--- src/rtl/cs_router_pkg.sv ---
package cs_router_pkg;
  localparam int unsigned IDX_W   = 4;
  localparam int unsigned NUM_OVR = 4;
  localparam int unsigned CTRL_W  = 8;

  localparam logic [IDX_W-1:0] IDX_CTRL      = 4'd0;
  localparam logic [IDX_W-1:0] IDX_ROM_BASE  = 4'd1;
  localparam logic [IDX_W-1:0] IDX_ROM_MASK  = 4'd2;
  localparam logic [IDX_W-1:0] IDX_RAM_BASE  = 4'd3;
  localparam logic [IDX_W-1:0] IDX_RAM_MASK  = 4'd4;
  localparam logic [IDX_W-1:0] IDX_DPR_BASE  = 4'd5;
  localparam logic [IDX_W-1:0] IDX_OVR_BASE0 = 4'd6;
  localparam logic [IDX_W-1:0] IDX_OVR_MASK0 = 4'd10;
  localparam logic [IDX_W-1:0] IDX_LAST      = 4'd13;

  localparam int unsigned CB_ROM_EN  = 0;
  localparam int unsigned CB_RAM_EN  = 1;
  localparam int unsigned CB_DFLT    = 2;
  localparam int unsigned CB_DPR_EN  = 3;
  localparam int unsigned CB_OVR_LSB = 4;

  localparam logic [CTRL_W-1:0] CTRL_RST = 8'h01;

  typedef enum logic [2:0] {
    TGT_ROM  = 3'd0,
    TGT_RAM  = 3'd1,
    TGT_DPR  = 3'd2,
    TGT_BUS0 = 3'd3,
    TGT_BUS1 = 3'd4
  } tgt_e;

  localparam int unsigned NUM_TGT = 5;
endpackage

--- src/rtl/cs_regfile.sv ---
module cs_regfile
  import cs_router_pkg::*;
#(
  parameter int unsigned ADDR_W = 26
) (
  input  logic                             clk_i,
  input  logic                             rst_ni,
  input  logic                             wr_en_i,
  input  logic [IDX_W-1:0]                 wr_idx_i,
  input  logic [ADDR_W-1:0]                wr_data_i,
  output logic [CTRL_W-1:0]                ctrl_o,
  output logic [ADDR_W-1:0]                rom_base_o,
  output logic [ADDR_W-1:0]                rom_mask_o,
  output logic [ADDR_W-1:0]                ram_base_o,
  output logic [ADDR_W-1:0]                ram_mask_o,
  output logic [ADDR_W-1:0]                dpr_base_o,
  output logic [NUM_OVR-1:0][ADDR_W-1:0]   ovr_base_o,
  output logic [NUM_OVR-1:0][ADDR_W-1:0]   ovr_mask_o
);
  logic [CTRL_W-1:0] ctrl_q;
  logic [ADDR_W-1:0] rom_base_q, rom_mask_q, ram_base_q, ram_mask_q, dpr_base_q;
  logic [NUM_OVR-1:0][ADDR_W-1:0] ovr_base_q, ovr_mask_q;

  function automatic logic hit_idx(input logic [IDX_W-1:0] idx);
    return wr_en_i && (wr_idx_i == idx);
  endfunction

  always_ff @(posedge clk_i or negedge rst_ni) begin
    if (!rst_ni) begin
      ctrl_q     <= CTRL_RST;
      rom_base_q <= '0;
      rom_mask_q <= '1;
      ram_base_q <= '0;
      ram_mask_q <= '0;
      dpr_base_q <= '0;
    end else begin
      if (hit_idx(IDX_CTRL))     ctrl_q     <= wr_data_i[CTRL_W-1:0];
      if (hit_idx(IDX_ROM_BASE)) rom_base_q <= wr_data_i;
      if (hit_idx(IDX_ROM_MASK)) rom_mask_q <= wr_data_i;
      if (hit_idx(IDX_RAM_BASE)) ram_base_q <= wr_data_i;
      if (hit_idx(IDX_RAM_MASK)) ram_mask_q <= wr_data_i;
      if (hit_idx(IDX_DPR_BASE)) dpr_base_q <= wr_data_i;
    end
  end

  for (genvar g = 0; g < NUM_OVR; g++) begin : g_ovr
    localparam logic [IDX_W-1:0] BI = IDX_W'(IDX_OVR_BASE0 + g);
    localparam logic [IDX_W-1:0] MI = IDX_W'(IDX_OVR_MASK0 + g);
    always_ff @(posedge clk_i or negedge rst_ni) begin
      if (!rst_ni) begin
        ovr_base_q[g] <= '0;
        ovr_mask_q[g] <= '0;
      end else begin
        if (hit_idx(BI)) ovr_base_q[g] <= wr_data_i;
        if (hit_idx(MI)) ovr_mask_q[g] <= wr_data_i;
      end
    end
  end

  assign ctrl_o     = ctrl_q;
  assign rom_base_o = rom_base_q;
  assign rom_mask_o = rom_mask_q;
  assign ram_base_o = ram_base_q;
  assign ram_mask_o = ram_mask_q;
  assign dpr_base_o = dpr_base_q;
  assign ovr_base_o = ovr_base_q;
  assign ovr_mask_o = ovr_mask_q;

  logic [CTRL_W+(5+2*NUM_OVR)*ADDR_W-1:0] all_regs;
  assign all_regs = {ctrl_q, rom_base_q, rom_mask_q, ram_base_q, ram_mask_q,
                     dpr_base_q, ovr_base_q, ovr_mask_q};

  p_write_lands_r3: assert property (@(posedge clk_i) disable iff (!rst_ni)
    (wr_en_i && wr_idx_i == IDX_ROM_BASE) |=> rom_base_q == $past(wr_data_i));

  p_hold_idle_r3: assert property (@(posedge clk_i) disable iff (!rst_ni)
    !wr_en_i |=> $stable(all_regs));

  p_bad_idx_r4: assert property (@(posedge clk_i) disable iff (!rst_ni)
    (wr_en_i && wr_idx_i > IDX_LAST) |=> $stable(all_regs));
endmodule

--- src/rtl/cs_window_match.sv ---
module cs_window_match #(
  parameter int unsigned ADDR_W = 26
) (
  input  logic [ADDR_W-1:0] addr_i,
  input  logic [ADDR_W-1:0] base_i,
  input  logic [ADDR_W-1:0] mask_i,
  input  logic              en_i,
  output logic              hit_o
);
  // mask ones are don't-care offset bits
  assign hit_o = en_i && (((addr_i ^ base_i) & ~mask_i) == '0);
endmodule

--- src/rtl/cs_priority.sv ---
module cs_priority
  import cs_router_pkg::*;
(
  input  logic               clk_i,
  input  logic               rst_ni,
  input  logic               rom_hit_i,
  input  logic               ram_hit_i,
  input  logic               dpr_hit_i,
  input  logic [NUM_OVR-1:0] ovr_hit_i,
  input  logic               dflt_sel_i,
  output logic [NUM_TGT-1:0] sel_o
);
  tgt_e tgt;
  tgt_e dflt_tgt, alt_tgt;

  always_comb begin
    dflt_tgt = dflt_sel_i ? TGT_BUS1 : TGT_BUS0;
    alt_tgt  = dflt_sel_i ? TGT_BUS0 : TGT_BUS1;
    if (rom_hit_i)       tgt = TGT_ROM;
    else if (ram_hit_i)  tgt = TGT_RAM;
    else if (dpr_hit_i)  tgt = TGT_DPR;
    else if (|ovr_hit_i) tgt = alt_tgt;
    else                 tgt = dflt_tgt;
  end

  for (genvar t = 0; t < NUM_TGT; t++) begin : g_sel
    assign sel_o[t] = (tgt == tgt_e'(t));
  end

  p_one_target_r6: assert property (@(posedge clk_i) disable iff (!rst_ni)
    $countones(sel_o) == 1);

  p_rom_wins_r6: assert property (@(posedge clk_i) disable iff (!rst_ni)
    rom_hit_i |-> sel_o[TGT_ROM]);

  p_ovr_redirect_r8: assert property (@(posedge clk_i) disable iff (!rst_ni)
    (!rom_hit_i && !ram_hit_i && !dpr_hit_i && (|ovr_hit_i))
      |-> (dflt_sel_i ? sel_o[TGT_BUS0] : sel_o[TGT_BUS1]));

  p_fallthrough_r7: assert property (@(posedge clk_i) disable iff (!rst_ni)
    (!rom_hit_i && !ram_hit_i && !dpr_hit_i && !(|ovr_hit_i))
      |-> (dflt_sel_i ? sel_o[TGT_BUS1] : sel_o[TGT_BUS0]));
endmodule

--- src/rtl/cs_router.sv ---
module cs_router
  import cs_router_pkg::*;
#(
  parameter int unsigned ADDR_W          = 26,
  parameter int unsigned DPR_SMALL_BYTES = 16384
) (
  input  logic              clk_i,
  input  logic              rst_ni,
  input  logic              wr_en_i,
  input  logic [3:0]        wr_idx_i,
  input  logic [ADDR_W-1:0] wr_data_i,
  input  logic              dpr_32k_i,
  input  logic [ADDR_W-1:0] addr_i,
  output logic              rom_cs_o,
  output logic              ram_cs_o,
  output logic              dpr_cs_o,
  output logic              bus0_cs_o,
  output logic              bus1_cs_o
);
  localparam logic [ADDR_W-1:0] DPR_MASK_S = ADDR_W'(DPR_SMALL_BYTES - 1);
  localparam logic [ADDR_W-1:0] DPR_MASK_L = ADDR_W'(2 * DPR_SMALL_BYTES - 1);

  logic [CTRL_W-1:0]              ctrl;
  logic [ADDR_W-1:0]              rom_base, rom_mask, ram_base, ram_mask, dpr_base;
  logic [NUM_OVR-1:0][ADDR_W-1:0] ovr_base, ovr_mask;
  logic [ADDR_W-1:0]              dpr_mask;
  logic                           rom_hit, ram_hit, dpr_hit;
  logic [NUM_OVR-1:0]             ovr_hit;
  logic [NUM_TGT-1:0]             sel;

  cs_regfile #(.ADDR_W(ADDR_W)) u_regs (
    .clk_i      (clk_i),
    .rst_ni     (rst_ni),
    .wr_en_i    (wr_en_i),
    .wr_idx_i   (wr_idx_i),
    .wr_data_i  (wr_data_i),
    .ctrl_o     (ctrl),
    .rom_base_o (rom_base),
    .rom_mask_o (rom_mask),
    .ram_base_o (ram_base),
    .ram_mask_o (ram_mask),
    .dpr_base_o (dpr_base),
    .ovr_base_o (ovr_base),
    .ovr_mask_o (ovr_mask)
  );

  assign dpr_mask = dpr_32k_i ? DPR_MASK_L : DPR_MASK_S;

  cs_window_match #(.ADDR_W(ADDR_W)) u_rom_win (
    .addr_i (addr_i), .base_i (rom_base), .mask_i (rom_mask),
    .en_i (ctrl[CB_ROM_EN]), .hit_o (rom_hit));

  cs_window_match #(.ADDR_W(ADDR_W)) u_ram_win (
    .addr_i (addr_i), .base_i (ram_base), .mask_i (ram_mask),
    .en_i (ctrl[CB_RAM_EN]), .hit_o (ram_hit));

  cs_window_match #(.ADDR_W(ADDR_W)) u_dpr_win (
    .addr_i (addr_i), .base_i (dpr_base), .mask_i (dpr_mask),
    .en_i (ctrl[CB_DPR_EN]), .hit_o (dpr_hit));

  for (genvar g = 0; g < NUM_OVR; g++) begin : g_ovr_win
    cs_window_match #(.ADDR_W(ADDR_W)) u_win (
      .addr_i (addr_i), .base_i (ovr_base[g]), .mask_i (ovr_mask[g]),
      .en_i (ctrl[CB_OVR_LSB+g]), .hit_o (ovr_hit[g]));
  end

  cs_priority u_prio (
    .clk_i      (clk_i),
    .rst_ni     (rst_ni),
    .rom_hit_i  (rom_hit),
    .ram_hit_i  (ram_hit),
    .dpr_hit_i  (dpr_hit),
    .ovr_hit_i  (ovr_hit),
    .dflt_sel_i (ctrl[CB_DFLT]),
    .sel_o      (sel)
  );

  assign rom_cs_o  = sel[TGT_ROM];
  assign ram_cs_o  = sel[TGT_RAM];
  assign dpr_cs_o  = sel[TGT_DPR];
  assign bus0_cs_o = sel[TGT_BUS0];
  assign bus1_cs_o = sel[TGT_BUS1];

  p_boot_rom_r1: assert property (@(posedge clk_i) disable iff (!rst_ni)
    $rose(rst_ni) |-> rom_cs_o);

  p_disabled_dpr_r5: assert property (@(posedge clk_i) disable iff (!rst_ni)
    !ctrl[CB_DPR_EN] |-> !dpr_cs_o);
endmodule

--- config.mk ---
export PLATFORM = sky130hd
export DESIGN_NAME = cs_router
export DESIGN_NICKNAME = d
export VERILOG_FILES = /design/src/rtl/cs_router_pkg.sv /design/src/rtl/cs_regfile.sv /design/src/rtl/cs_window_match.sv /design/src/rtl/cs_priority.sv /design/src/rtl/cs_router.sv
export SDC_FILE = /design/constraint.sdc
export NUM_CORES = 1
export LEC_CHECK = 0
export BUFFER_PORTS_ARGS = -buffer_cell sky130_fd_sc_hd__buf_2
export CELL_PAD_IN_SITES_DETAIL_PLACEMENT = 0
export CELL_PAD_IN_SITES_GLOBAL_PLACEMENT = 1
export CORE_MARGIN = 5
export CORE_UTILIZATION = 23
export DETAILED_ROUTE_END_ITERATION = 12
export PLACE_DENSITY_LB_ADDON = 0.3
export SLEW_MARGIN = 20
export SYNTH_ARGS = -nofsm -noshare
export SYNTH_HDL_FRONTEND = slang
export SYNTH_SLANG_ARGS = --single-unit
export TNS_END_PERCENT = 30
--- constraint.sdc ---
create_clock -name clk_i -period 1.7 [get_ports clk_i]
set_input_delay 0.17 -clock clk_i [delete_from_list [all_inputs] [get_ports clk_i]]
set_output_delay 0.17 -clock clk_i [all_outputs]
set_load 0.01 [all_outputs]
==> summary.md, run 1 <==
| Metric | Value |
|---|---|
| Final WS setup | `-1080 ps` |
| Cell Area, Synth | `14900 um^2` |
| Global-route wire length before repair | `63600 um` |
| Via count | `8807` |
| RSZ-0062 raised after global routing | `yes` |
| NetSw | `6.48 mW` |
| Largest area contributor in the netlist | `dfrtp_1` |
| Final Skew | `0 ps` |
| Die width | `265 um` |
| Port Buf Inserts | `64` |
| Most used cell, CP | `nand4_1` |
| Num CTS Buffers | `38` |
| Post-synth cell types | `29` |
| Net Count, Synth | `1129` |
| Hold Path Class | `in -> reg` |
| Remaining Overflow, GRT | `0` |
| Core Box Area | `64300 um^2` |
| Overall power | `24.2 mW` |
| N_diodes | `0` |
| Worst setup EP type | `primary output` |
| Layout cells sized above 1 | `0.492` |
| Syn Area/Cell | `14.0 um^2` |
| Top-level port count | `65` |
| Synthesis-to-layout area growth | `22.9%` |
| R2r startpoint | `u_regs.ram_mask_o[5]` |
| Combinational share of power | `0.207` |
| Die ar. | `70100 um^2` |
| P_leak | `7.45 nW` |
| CTS Sinks | `332` |
| Clock tree buffer depth | `3` |
| Clock power share | `0.340` |
| Sequential Power Share | `0.453` |
| Vias per cell | `4.25` |
| Cells after synthesis | `1069` |
| Max Slew Vio Count | `0` |
| Top cell type's share of synthesized area | `0.511` |
| Setup TNS Final | `-4640 ps` |
| Rel. slew slack | `0.662` |
| Worst-path cell chain | `xnor2_1 > o22ai_2 > nor4_4 > buf_4 > nand4_1 > nand4_1 > buf_12 > mux2i_2 > buf_2` |
| Final ANT Viol Nets | `0` |
| CTS Root Buffer Type | `clkbuf_16` |
| Sw frac | `0.268` |
| Die height | `265 um` |
| Clock Pin Slew Worst Setup and Hold Paths | `60 ps` |
| Final Cycle Share | `1.64` |
| Worst Tran Pin Value | `505 ps` |
| Synth top area cells | `dfrtp_1, mux2_2, xnor2_1` |
| Vias in the first global route | `9649` |
| DP Wirelength | `28700 um` |
| Seq cells post-synth | `332` |
| Maxcap violations | `0` |
| Net count, final | `1246` |
| Hold Startpoint | `wr_data_i[14]` |
| Pwr/cell area | `1320 nW/um^2` |
| Final Hold Viols | `0` |
| Largest net degree at the start of global routing | `77` |
| Skew-Pair Late Insertion Delay | `540 ps` |
| # setup viols final | `5` |
| VDD IR max | `609 uV` |
| Max stage delay on crit path | `390 ps` |
| Sequential fraction of the synthesis area | `0.558` |
| Critical Path Start Type | `register` |
| Drt drc | `0` |
| Yosys warns | `0` |
| Max FO, Critical Path | `2` |
| Setup crit start | `u_regs.ovr_base_o[69]` |
| Routed WL | `41800 um` |
| Average wire per standard cell | `20.2 um` |
| Iter 0 DRT Violations | `318` |
| Failing checks | `setup timing` |
| Std cell rows | `93` |
| Total GRT Usage | `0.119` |
| Initial core utilization | `0.232` |
| H-tree depth | `2` |
| Arr. time, crit path | `2610 ps` |
| CP required | `1530 ps` |
| CTS tree | `yes` |
| Critical-path top delay cell | `dfrtp_1` |
| FMAX | `360 MHz` |
| Status | `complete, but fails checks` |
| Crit path time final | `2780 ps` |
| Drt pass-1 iters | `4` |
| Antenna violations before repair | `2` |
| Post-CTS setup buffers | `0` |
| Int Pwr | `17.7 mW` |
| Final GP Congestion | `0.744` |
| CP Class | `reg -> out` |
| Setup WS pre-CTS | `-735 ps` |
cell type report:
| type | count | area [um^2] |
|---|---|---|
| repair buffers | 159 | 1350 |
| clock inverters | 6 | 83.8 |
| clock buffers | 63 | 1170 |
| fillers | 6524 | 46000 |
| multi-input cells | 655 | 6350 |
| flip-flops and latches | 332 | 8340 |
| well taps | 855 | 1070 |
Yosys cell counts:
cell	n
and4_1	1
buf_2	44
buf_4	7
buf_6	5
clkbuf_1	26
dfrtp_1	305
dfstp_2	27
mux2_1	1
mux2_2	328
mux2_4	3
mux2i_1	2
nand2_1	4
nand2b_1	4
nand3_1	1
nand3b_1	1
nand3b_4	1
nand4_1	10
nor2_1	15
nor2_2	6
nor2b_1	2
nor3_2	1
nor3b_1	1
nor4_1	20
o211ai_1	4
o21ai_0	8
o22a_1	1
o22ai_1	71
or3_1	2
xnor2_1	168
worst max-delay path, delay by kind of cell, from the launching register on:
family | cells | cell delay (ps)
AO/OA/AOI/OAI | 1 | 150
XOR/XNOR | 1 | 200
buffers and inverters | 3 | 490
flip-flops | 1 | 390
multiplexers | 1 | 220
AND/OR/NAND/NOR | 3 | 630
kinds of logic after synthesis:
family,Yosys count,share of synthesized area
xor gates and xnor gates,168,0.0985
AOI/OAI and AO/OA,84,0.0350
DFF,332,0.558
buffers and inverters,82,0.0286
and+or+nand+nor,69,0.0271
muxes,334,0.252
per-layer routing:
metal  up-vias  global-route usage  wire, um
met5         -                   0        13
met4         2              0.0373      1060
met3        59              0.0168      1230
met2        99               0.200     20400
met1      4622               0.159     19100
li1       4025                   -         -
power by group through the flow:
stage | logic (mW) | clock network (mW) | registers (mW)
after floorplan | 3.36 | 0 | 10.8
after global placement | 4.88 | 0 | 11.0
after detailed placement | 4.94 | 0 | 11.1
after CTS | 5.00 | 8.54 | 10.9
after global routing | 5.50 | 8.81 | 11.2
final | 5.00 | 8.21 | 10.9
cells in the final DEF, fill, tap and decap left out, drive strengths merged:
cell         netlist  final
clkinv             0      3
mux2             332    332
dfstp             27     27
nand3              1      1
nor2b              2      2
nand2b             4      4
nor3b              1      1
and4               1      1
o211ai             4      4
o22ai             71     71
nand4             10     10
nand3b             2      2
mux2i              2      2
or3                2      2
nor3               1      1
bufinv             0      2
nor4              20     20
xnor2            168    168
nand2              4      4
buf               56    158
inv                0      1
nor2              21     21
clkbuf            26     63
dlygate4sd3        0      1
o21ai              8      8
dfrtp            305    305
o22a               1      1
state kept, by name, indices dropped and copies added (netlist names):
signal / flops
u_regs.rom_base_o: 26
u_regs.ram_base_o: 26
u_regs.ovr_mask_o: 104
u_regs.rom_mask_o: 26
u_regs.dpr_base_o: 12
u_regs.ctrl_o: 8
u_regs.ram_mask_o: 26
u_regs.ovr_base_o: 104
worst paths after layout:
kind / to / cells after the start / slack [ps]
setup reg to reg: u_regs.ram_mask_o[5] / 2 / 830
min in group asynchronous: u_regs.ovr_base_o[69] / 2 / 100
setup / recovery: bus0_cs_o / 9 / -1080
max in group asynchronous: u_regs.rom_mask_o[1] / 3 / 830
hold / removal: u_regs.rom_base_o[14] / 2 / 80
hold reg to reg: u_regs.ram_mask_o[4] / 1 / 500
metrics by stage:
step            util  hold WS [ps]  instances  instance area (um^2)
2_1_floorplan      -          -126       1069                 14900
3_3_place_gp   0.264          72.0       2001                 17000
3_5_place_dp   0.264          68.0       2001                 17000
4_1_cts        0.284          54.9       2071                 18300
5_1_grt        0.285          86.8       2070                 18400
6_report       0.285          80.8       2070                 18400
what timing repair did:
action	in CTS	in global routing
hold buffers	1	0
setup endpoints to repair	5	5
resized for setup	7	16
pin swaps	6	9
hold endpoints to repair	232	0
Note: power is estimated with default switching activity, not from simulation.
==> run 2: changes to the inputs <==
--- a/config.mk
+++ b/config.mk
@@ -10,10 +10,12 @@
 export CELL_PAD_IN_SITES_GLOBAL_PLACEMENT = 1
 export CORE_MARGIN = 5
 export CORE_UTILIZATION = 23
+export CTS_CLUSTER_DIAMETER = 100
 export DETAILED_ROUTE_END_ITERATION = 12
 export PLACE_DENSITY_LB_ADDON = 0.3
 export SLEW_MARGIN = 20
 export SYNTH_ARGS = -nofsm -noshare
 export SYNTH_HDL_FRONTEND = slang
+export SYNTH_HIERARCHICAL = 1
 export SYNTH_SLANG_ARGS = --single-unit
 export TNS_END_PERCENT = 30
==> constraint.sdc (replaced) <==
create_clock -name clk_i -period 2.69 [get_ports clk_i]
set_input_delay 0.269 -clock clk_i [delete_from_list [all_inputs] [get_ports clk_i]]
set_output_delay 0.269 -clock clk_i [all_outputs]
set_load 0.01 [all_outputs]
==> run 2 against run 1 <==
Net effect: die area grew 6.3%; clock power fell by 34%; core utilization down 0.40 points; the flow still finishes with violations (setup timing); clock skew unchanged; via count up 3.6%.
==> summary.md, run 2 <==
| Metric | Value |
|---|---|
| Commonest cells post-synth | `dfrtp_1, mux2_2, xnor2_1` |
| R2R setup slack | `1790 ps (+960 ps)` |
| FMAX | `351 MHz` |
| Drt drc | `0 (unchanged)` |
| Maxcap violations | `0 (unchanged)` |
| Vias in the first global route | `9838 (+2.0%)` |
| Met2 Track Usage GR | `0.188 (-0.0129)` |
| Status | `complete, but fails checks` |
| Overall power | `16.0 mW (-34%)` |
| H-tree depth | `2 (unchanged)` |
| CTS tree | `yes` |
| Met3 Use GR | `0.0177 (+0.000935)` |
| Num CTS Buffers | `40 (+5.3%)` |
| Placed Area | `17700 um^2 (+4.4%)` |
| Cell Area, Synth | `15900 um^2 (+6.5%)` |
| Critical Path Start Type | `register` |
| Layer with the highest usage | `met2` |
| Hold Slack | `168 ps (+87.7 ps)` |
| Final GP Congestion | `0.732 (-1.7%)` |
| Vias per cell | `4.13 (-2.9%)` |
| Number of fill cells | `7008 (+7.4%)` |
| Syn Area/Cell | `14.2 um^2 (+1.9%)` |
| Sequential Power Share | `0.453 (about the same)` |
| Synthesis-to-layout area growth | `21.2%` |
| Total GRT Usage | `0.113 (-0.00564)` |
| Dominant synthesized flop cell | `dfrtp_1` |
| Final Skew | `0 ps (unchanged)` |
| Final ANT Viol Nets | `0 (unchanged)` |
| Final Hold Viols | `0 (unchanged)` |
| Layout cells sized above 1 | `0.474 (-0.0177)` |
| Port Buf Inserts | `64 (unchanged)` |
| Die ar. | `74600 um^2 (+6.3%)` |
| Synth top area cells | `dfrtp_1, mux2_2, xnor2_1` |
| Largest net degree at the start of global routing | `73 (-5.2%)` |
| Largest area contributor in the netlist | `dfrtp_1` |
| Net count, final | `1303 (+4.6%)` |
| Most common cell in the synthesized netlist | `dfrtp_1` |
| Seq cells post-synth | `346 (+4.2%)` |
| Worst-path cell chain | `xnor2_1 > o22ai_2 > nor4_4 > nand3_2 > nor4_4 > or4b_4 > mux2i_1 > buf_2` |
| Max Slew Vio Count | `0 (unchanged)` |
| CP required | `2420 ps (+890 ps)` |
| Crit path time final | `2850 ps` |
| Clock Pin Slew Worst Setup and Hold Paths | `60 ps (about the same)` |
| Antenna violations before repair | `3 (+1)` |
| Drt pass-1 iters | `4 (unchanged)` |
| Final Cycle Share | `1.06` |
| Arr. time, crit path | `2580 ps (-30 ps)` |
| Critical-path top delay cell | `dfrtp_1` |
| Failing checks | `setup timing` |
| Most frequent cells in the layout | `dfrtp_1, mux2_2, xnor2_1` |
| Clock power share | `0.337 (-0.003)` |
| Core Box Area | `68600 um^2 (+6.6%)` |
| Die height | `273 um (+3.1%)` |
| Final WS setup | `-159 ps (+921 ps)` |
| Skew-Pair Late Insertion Delay | `540 ps (about the same)` |
| Worst setup EP type | `primary output` |
| Max FO, Critical Path | `4 (+2)` |
| Final instance area | `19300 um^2 (+5.1%)` |
| Leading cell type in the layout, fill and taps excluded | `dfrtp_1` |
| P_leak | `7.99 nW (+7.2%)` |
| DP Wirelength | `28100 um (-2.2%)` |
| Synth async-reset ratio | `1.00 (unchanged)` |
| GRT met1 Usage | `0.151 (-0.00779)` |
| NetSw | `4.32 mW (-33%)` |
| RSZ-0062 raised after global routing | `yes` |
| Sw frac | `0.270 (+0.00156)` |
| Remaining Overflow, GRT | `0 (unchanged)` |
| Std cell rows | `96 (+3.2%)` |
| Die width | `273 um (+3.1%)` |
| Max stage delay on crit path | `390 ps (about the same)` |
| Top-level port count | `65 (unchanged)` |
| Clock tree buffer depth | `3 (unchanged)` |
| CP Class | `reg -> out` |
| Hold Path Class | `in -> reg` |
| Via count | `9121 (+3.6%)` |
| Worst Tran Pin Value | `599 ps (+93.4 ps)` |
| Int Pwr | `11.7 mW (-34%)` |
| Combinational share of power | `0.210 (+0.003)` |
| CTS Sinks | `346 (+4.2%)` |
| Iter 0 DRT Violations | `280 (-12%)` |
| Cells after synthesis | `1118 (+4.6%)` |
| Top cell type's share of synthesized area | `0.502 (-0.00936)` |
| Most used cell, CP | `nor4_4` |
| Initial core utilization | `0.232 (about the same)` |
| Average wire per standard cell | `19.1 um (-5.5%)` |
| Yosys warns | `6 (+6)` |
| CTS Root Buffer Type | `clkbuf_16` |
| VDD IR max | `410 uV (-33%)` |
| # setup viols final | `5 (unchanged)` |
| Pwr/cell area | `830 nW/um^2 (-37%)` |
| Post-synth cell types | `30 (+3.4%)` |
| Global-route wire length before repair | `64700 um (+1.7%)` |
| Routed WL | `42100 um (+0.81%)` |
| Sequential fraction of the synthesis area | `0.546 (-0.0123)` |
| Rel. slew slack | `0.601 (-0.0608)` |
| Post-synth EDFFs | `0 (unchanged)` |
==> run 2: cell types whose count changed after synthesis, sizes merged, moves of 5 or more <==
cell   change
dfrtp     +14
nand2      +5
nand4     -10
xnor2     +14
nor2      +22
nand3      +7
mux2      +14
nor4       -5
buf       -24
o22ai     +13
==> run 2: layer usage <==
metal | vias to the layer above | routed length, um | part of all wire
met2 | 100 | 20300 | 0.48
met1 | 4775 | 19400 | 0.46
met4 | 0 | 1180 | 0.028
met5 | - | 0 | 0
li1 | 4187 | - | -
met3 | 59 | 1210 | 0.029
==> run 2: through the flow <==
stage               TNS, ps  utilization  cells  setup slack (ps)
detailed placement    -94.2        0.258   2131             -41.4
floorplan                 0            -   1141               832
global placement      -84.9        0.258   2131             -39.5
finish                 -533        0.281   2208              -159
global route          -1320        0.281   2204              -311
CTS                   -1090        0.280   2204              -262
==> run 2: power by group through the flow <==
stage          clock network (mW)  registers (mW)  logic, mW
2_1_floorplan                   0            7.12       2.35
3_3_place_gp                    0            7.28       3.23
3_5_place_dp                    0            7.32       3.28
4_1_cts                      5.62            7.25       3.40
5_1_grt                      5.81            7.40       3.67
6_report                     5.40            7.25       3.36
==> run 2: logic make-up after synthesis <==
| group | synth area share |
|---|---|
| compound gates | 0.0369 |
| xor+xnor | 0.100 |
| buf+inv | 0.0226 |
| flops | 0.546 |
| mux | 0.259 |
| other cells | 0.000472 |
| simple gates | 0.0351 |
==> run 2: path summary, 6_finish.rpt <==
kind,to,depth (start not counted),startpoint
worst max-delay path,bus1_cs_o,8,u_regs/rom_base_o[10]
worst min-delay path,u_regs/ovr_mask_o[49],2,wr_data_i[23]
worst max register to register,u_regs/rom_base_o[12],2,u_regs/rom_base_o[12]
worst min register to register,u_regs/ovr_mask_o[52],1,u_regs/ovr_mask_o[52]
max in group asynchronous,u_regs/rom_mask_o[25],3,rst_ni
min in group asynchronous,u_regs/ovr_base_o[99],2,rst_ni
==> run 2: critical path, delay by kind of cell (launching register included) <==
family	cells	cell delay, ps
xor gates and xnor gates	1	190
AOI/OAI and AO/OA	1	130
buffers and inverters	1	140
and+or+nand+nor	4	1120
DFF	1	390
muxes	1	60
==> run 2: final cells by class <==
type | count | area [um^2] | area share
Sequential cell | 346 | 8690 | 0.451
Clock buffer | 66 | 1240 | 0.0643
Timing Repair Buffer | 119 | 890 | 0.0461
Multi-Input combinational cell | 736 | 7230 | 0.375
Antenna cell | 4 | 10.0 | 0.000519
Clock inverter | 6 | 62.6 | 0.00324
Tap cell | 931 | 1160 | 0.0604
==> run 2: what timing repair did <==
item                                    4_1_cts  5_1_grt
hold endpoints to repair                     53        0
hold buffers                                  1        0
setup buffers                                 0        1
cloned                                        0        0
endpoints found under the setup margin        5        5
gates resized for setup                      27        9
pin swaps                                    15        7
